File: config.mk
export PLATFORM = sky130hd
export DESIGN_NAME = rtcalm_top
export DESIGN_NICKNAME = d
export VERILOG_FILES = /design/src/rtl/rtcalm_pkg.sv /design/src/rtl/rtcalm_regs.sv /design/src/rtl/rtcalm_match.sv /design/src/rtl/rtcalm_fsm.sv /design/src/rtl/rtcalm_top.sv
export SDC_FILE = /design/constraint.sdc
export NUM_CORES = 1
export LEC_CHECK = 0
export BUFFER_PORTS_ARGS = -buffer_cell sky130_fd_sc_hd__buf_2
export CAP_MARGIN = 20
export CORE_MARGIN = 2
export CORE_UTILIZATION = 40
export CTS_CLUSTER_SIZE = 30
export DETAILED_ROUTE_END_ITERATION = 8
export PLACE_DENSITY = 0.61
export SETUP_SLACK_MARGIN = 0.4
export SYNTH_ARGS = -nofsm -noshare
export SYNTH_HDL_FRONTEND = slang
export SYNTH_SLANG_ARGS = --single-unit
File: constraint.sdc
create_clock -name clk -period 1.9 [get_ports clk]
set_clock_uncertainty 0.1 [all_clocks]
set_input_delay 0.095 -clock clk [delete_from_list [all_inputs] [get_ports clk]]
set_output_delay 0.095 -clock clk [all_outputs]
set_load 0.01 [all_outputs]
File: src/rtl/rtcalm_pkg.sv
package rtcalm_pkg;
    localparam int NFLD     = 6;
    localparam int FW       = 12;
    localparam int CTL_W    = 7;
    localparam int ADDR_W   = 3;
    localparam int GLB_BIT  = 6;
    localparam int PEND_BIT = 1;

    localparam logic [ADDR_W-1:0] A_CTL  = 3'd0;
    localparam logic [ADDR_W-1:0] A_STAT = 3'd7;

    typedef enum logic {
        ST_IDLE  = 1'b0,
        ST_FIRED = 1'b1
    } alm_state_e;

    function automatic logic [FW-1:0] fld_mask(input int idx);
        case (idx)
            0, 1:    fld_mask = 12'h07F;
            2, 3:    fld_mask = 12'h03F;
            4:       fld_mask = 12'h01F;
            default: fld_mask = 12'hFFF;
        endcase
    endfunction
endpackage

File: src/rtl/rtcalm_regs.sv
module rtcalm_regs
    import rtcalm_pkg::*;
#(
    parameter int DATA_W = 12
) (
    input  logic                       clk,
    input  logic                       rst_n,
    input  logic                       wr_en,
    input  logic [ADDR_W-1:0]          addr,
    input  logic [DATA_W-1:0]          wdata,
    input  logic                       pending,
    output logic [CTL_W-1:0]           ctl_q,
    output logic [NFLD-1:0][FW-1:0]    alm_q,
    output logic                       clr_req,
    output logic [DATA_W-1:0]          rdata
);
    always_ff @(posedge clk or negedge rst_n) begin
        if (!rst_n) begin
            ctl_q <= '0;
        end else if (wr_en && addr == A_CTL) begin
            ctl_q <= wdata[CTL_W-1:0];
        end
    end

    for (genvar g = 0; g < NFLD; g++) begin : g_alm
        localparam logic [ADDR_W-1:0] MY_ADDR = ADDR_W'(g + 1);
        localparam logic [FW-1:0]     MY_MASK = fld_mask(g);
        always_ff @(posedge clk or negedge rst_n) begin
            if (!rst_n) begin
                alm_q[g] <= '0;
            end else if (wr_en && addr == MY_ADDR) begin
                alm_q[g] <= wdata[FW-1:0] & MY_MASK;
            end
        end
    end

    assign clr_req = wr_en && (addr == A_STAT) && wdata[PEND_BIT];

    always_comb begin
        rdata = '0;
        if (addr == A_CTL) begin
            rdata[CTL_W-1:0] = ctl_q;
        end else if (addr == A_STAT) begin
            rdata[PEND_BIT] = pending;
        end else begin
            for (int i = 0; i < NFLD; i++) begin
                if (addr == ADDR_W'(i + 1)) begin
                    rdata[FW-1:0] = alm_q[i];
                end
            end
        end
    end
endmodule

File: src/rtl/rtcalm_match.sv
module rtcalm_match
    import rtcalm_pkg::*;
(
    input  logic [NFLD-1:0][FW-1:0] tm,
    input  logic [NFLD-1:0][FW-1:0] alm,
    input  logic [NFLD-1:0]         fld_en,
    input  logic                    glb_en,
    output logic                    hit
);
    logic [NFLD-1:0] eq;

    for (genvar g = 0; g < NFLD; g++) begin : g_cmp
        assign eq[g] = fld_en[g] && (tm[g] == alm[g]);
    end

    assign hit = glb_en && (|eq);
endmodule

File: src/rtl/rtcalm_fsm.sv
module rtcalm_fsm
    import rtcalm_pkg::*;
(
    input  logic clk,
    input  logic rst_n,
    input  logic fire,
    input  logic clr,
    output logic irq,
    output logic pending
);
    alm_state_e state_q, state_d;

    always_ff @(posedge clk or negedge rst_n) begin
        if (!rst_n) begin
            state_q <= ST_IDLE;
        end else begin
            state_q <= state_d;
        end
    end

    always_comb begin
        state_d = state_q;
        unique case (state_q)
            ST_IDLE:  if (fire)          state_d = ST_FIRED;
            ST_FIRED: if (clr && !fire)  state_d = ST_IDLE;
            default:                     state_d = ST_IDLE;
        endcase
    end

    always_comb begin
        pending = (state_q == ST_FIRED);
        irq     = pending;
    end
endmodule

File: src/rtl/rtcalm_top.sv
module rtcalm_top
    import rtcalm_pkg::*;
#(
    parameter int DATA_W = 12
) (
    input  logic              clk,
    input  logic              rst_n,
    input  logic              sec_strobe,
    input  logic [6:0]        tm_sec,
    input  logic [6:0]        tm_min,
    input  logic [5:0]        tm_hour,
    input  logic [5:0]        tm_day,
    input  logic [4:0]        tm_mon,
    input  logic [11:0]       tm_year,
    input  logic              wr_en,
    input  logic [ADDR_W-1:0] addr,
    input  logic [DATA_W-1:0] wdata,
    output logic [DATA_W-1:0] rdata,
    output logic              alarm_irq
);
    logic [CTL_W-1:0]        ctl_q;
    logic [NFLD-1:0][FW-1:0] alm_q;
    logic [NFLD-1:0][FW-1:0] tm_vec;
    logic                    clr_req;
    logic                    alarm_hit;
    logic                    pend;

    assign tm_vec[0] = FW'(tm_sec);
    assign tm_vec[1] = FW'(tm_min);
    assign tm_vec[2] = FW'(tm_hour);
    assign tm_vec[3] = FW'(tm_day);
    assign tm_vec[4] = FW'(tm_mon);
    assign tm_vec[5] = tm_year;

    rtcalm_regs #(.DATA_W(DATA_W)) u_regs (
        .clk(clk), .rst_n(rst_n), .wr_en(wr_en), .addr(addr), .wdata(wdata),
        .pending(pend), .ctl_q(ctl_q), .alm_q(alm_q), .clr_req(clr_req),
        .rdata(rdata)
    );

    rtcalm_match u_match (
        .tm(tm_vec), .alm(alm_q), .fld_en(ctl_q[NFLD-1:0]),
        .glb_en(ctl_q[GLB_BIT]), .hit(alarm_hit)
    );

    rtcalm_fsm u_fsm (
        .clk(clk), .rst_n(rst_n), .fire(sec_strobe && alarm_hit),
        .clr(clr_req), .irq(alarm_irq), .pending(pend)
    );
endmodule

==> summary.md <==
| Metric | Value |
|---|---|
| Total of max-cap violations | 0 |
| Crit path DAT | 1.59 ns |
| Fillers | 702 |
| Root buffer cell | clkbuf_8 |
| Final Cycle Share | 93.83% |
| Synth-to-Final Area Change | 30.22% |
| Pwr per Cell Area | 846.5 nW/µm² |
| Slowest stage delay, CP | 0.42 ns |
| Num Clock Sinks | 51 |
| Peak VDD IR | 0.3484 mV |
| Outcome | finished, final reports clean |
| RSZ-0062 raised after global routing | true |
| Placed Cells | 423 |
| Hold WC Path Type | in -> reg |
| Row Count | 31 |
| Post-Layout Cell Count | 466 |
| EDFF count, synth | 0 |
| Multi-input gate area | 1697 µm² |
| CP Capture Type | output port |
| Worst setup margin | 0.1172 ns |
| Post-Syn Instances | 253 |
| Routed Antenna Nets | 0 |
| Total global routing overflow | 0 |
| Warnings from Yosys | 0 |
| DR pass1 iterations | 4 |
| CTS tree | done |
| Metal-1 WL | 3679 µm |
| Post-Syn Area | 3014 µm² |
| DR iter-0 viols | 113 |
| Vias per cell | 5.092 |
| Core Util, Final | 53.83% |
| Total GRT Usage | 20.14% |
| Hold Crit Start | wdata[5] |
| Vias | 2373 |
| Vias in the first global route | 2393 |
| Synth cell types | 42 |
| Core area | 7292 µm² |
| WL met3 | 338 µm |
| Skew-Pair Late Insertion Delay | 0.31 ns |
| Met2 wire length | 3856 µm |
| I/O pins | 75 |
| Fin crit period | 1.783 ns |
| Tightest Pin Transition | 0.5519 ns |
| Fin nets | 428 |
| Htree depth | 2 |
| Largest net degree at the start of global routing | 34 |
| Die height | 90.81 µm |
| WL/cell | 17.11 µm |
| Ys async rst share | 100.0% |
| Final Hold Fails | 0 |
| Most used DFF post-synth | dfrtp_1 |
| Buf/Inv on CP | 1 |
| CP required | 1.70 ns |
| Slowest-stage cell, CP | dfrtp_1 |
| Syn_area_per_cell | 11.91 µm² |
| PortBufs | 74 |
| CP Max Fanout | 4 |
| Storage element area | 1276 µm² |
| Proportion of layout cells with a drive suffix above 1 | 52.04% |
| Yosys reg bits | 51 |
| Die W | 90.81 µm |
| Slew HR | 63.12% |
| Antenna diodes | 0 |
| Initial core utilization | 41.33% |
| Crit path launch | u_regs.alm_q[25] |
| Post-route total power | 3.323 mW |
| Fmax | 560.9 MHz |
| Die area | 8246 µm² |
| Worst Setup Start Kind | flip-flop |
| Most common cell after layout, fill and taps aside | buf_2 |
| Pre-CTS setup slack | 0.1866 ns |
| Crit-path leading delay family | compound AO/OA/AOI/OAI gates |
| Fin. max-slew vios | 0 |
| Detailed Place HPWL | 5909 µm |
| Cts bufs inserted | 5 |
| Final Setup Violations | 0 |
| Post-Syn Nets | 315 |
| Antenna violations before repair | 0 |
| First-pass GRT wire length | 12830 µm |
| DRC | 0 |
| CP Class | reg -> out |
| R2R Path Start | u_regs.alm_q[25] |
| Max layer used | met4 |
| Maximum buffer depth of the clock tree | 2 |
| Critical-path cell list | nand3b_1 -> o21ai_1 -> a222oi_1 -> nand2b_1 -> a31oi_1 -> buf_2 |
| Most frequent cells in the layout | 72 x buf_2, 51 x dfrtp_1, 45 x mux2_2 |
| Placer Congestion | 0.8406 |
| Pleak | 1.749 nW |
| Clock slew at reported path FFs | 0.09 ns |
| Register area share after synthesis | 42.34% |
| Final wirelength | 7974 µm |
[cells by family (layout without fill, tap and decap cells)]
family	Yosys count	after routing	synth area share (%)
XOR/XNOR	43	43	12.49
AND/OR/NAND/NOR	56	56	11.83
AO/OA/AOI/OAI	32	32	6.476
flip-flops	51	51	42.34
buffers and inverters	12	126	3.528
multiplexers	59	59	23.33
[layout make-up]
class,instances,area share [%]
clock buffers,7,1.945
well taps,99,3.156
inverters,2,0.1913
multi-input cells,190,43.23
flip-flops and latches,51,32.52
repair buffers,116,18.84
clock inverters,1,0.1275
[layer usage]
metal,track usage [%],vias up
met5,0,-
met4,6.566,0
met3,2.838,6
met2,31.65,59
met1,28.72,1168
li1,-,1140
[cell usage after synthesis (all sizes together) (2+ instances only)]
master	instances	area share [%]
a21oi	13	2.2
a22o	2	0.66
a22oi	2	0.50
a31oi	3	0.62
and2	5	1.0
and2b	2	0.58
and3	2	0.46
buf	8	2.7
clkbuf	2	0.58
dfrtp	51	42
inv	2	0.25
mux2	51	19
mux2i	5	1.7
mux4	3	2.6
nand2	9	1.1
nand2b	2	0.50
nand3	2	0.33
nand3b	2	0.50
nand4	8	1.7
nand4b	2	0.79
nor2	12	1.7
nor3	3	1.2
nor4	5	1.0
o21ai	6	1.0
o22ai	2	0.42
xnor2	33	9.6
xor2	10	2.9
[where the power goes]
part	internal, mW	switching [mW]	leakage (nW)	total (mW)
clock	0.260	0.359	0.0422	0.618
sequential	1.32	0.206	0.614	1.53
combinational	0.704	0.472	1.09	1.18
total	2.29	1.04	1.75	3.32
[path summary, 6_finish.rpt]
check	end	slack [ns]	cells past startpoint
worst min-delay path	u_regs.alm_q[29]	0.03	2
worst min register to register	u_regs.alm_q[65]	0.45	1
min in group asynchronous	u_regs.alm_q[6]	0.17	2
worst max register to register	u_fsm.irq	0.33	7
max in group asynchronous	u_regs.alm_q[28]	1.00	3
worst max-delay path	rdata[1]	0.12	6
[per-stage QoR]
| step | hold WS, ns | instance area, µm² | setup TNS [ns] |
|---|---|---|---|
| 3_3_place_gp | -0.01486 | 3475 | 0 |
| 5_1_grt | 0.03575 | 3925 | -0.008632 |
| 4_1_cts | 0.02545 | 3794 | 0 |
| 2_1_floorplan | -0.3006 | 3014 | 0 |
| 3_5_place_dp | -0.01485 | 3475 | 0 |
| 6_report | 0.03100 | 3925 | 0 |
[timing repair]
action                                  CTS  global route
pin swaps                                 2             6
hold endpoints to repair                 28             0
resized for setup                        10            13
hold buffers                              8             0
buffers inserted                         16            11
endpoints found under the setup margin   13            14
[registers in the layout, summed over array words and instances (netlist names)]
name and count:
u_regs.ctl_q 7, u_regs.alm_q 43, u_fsm.irq 1
Power figures use the tool's default switching activity.
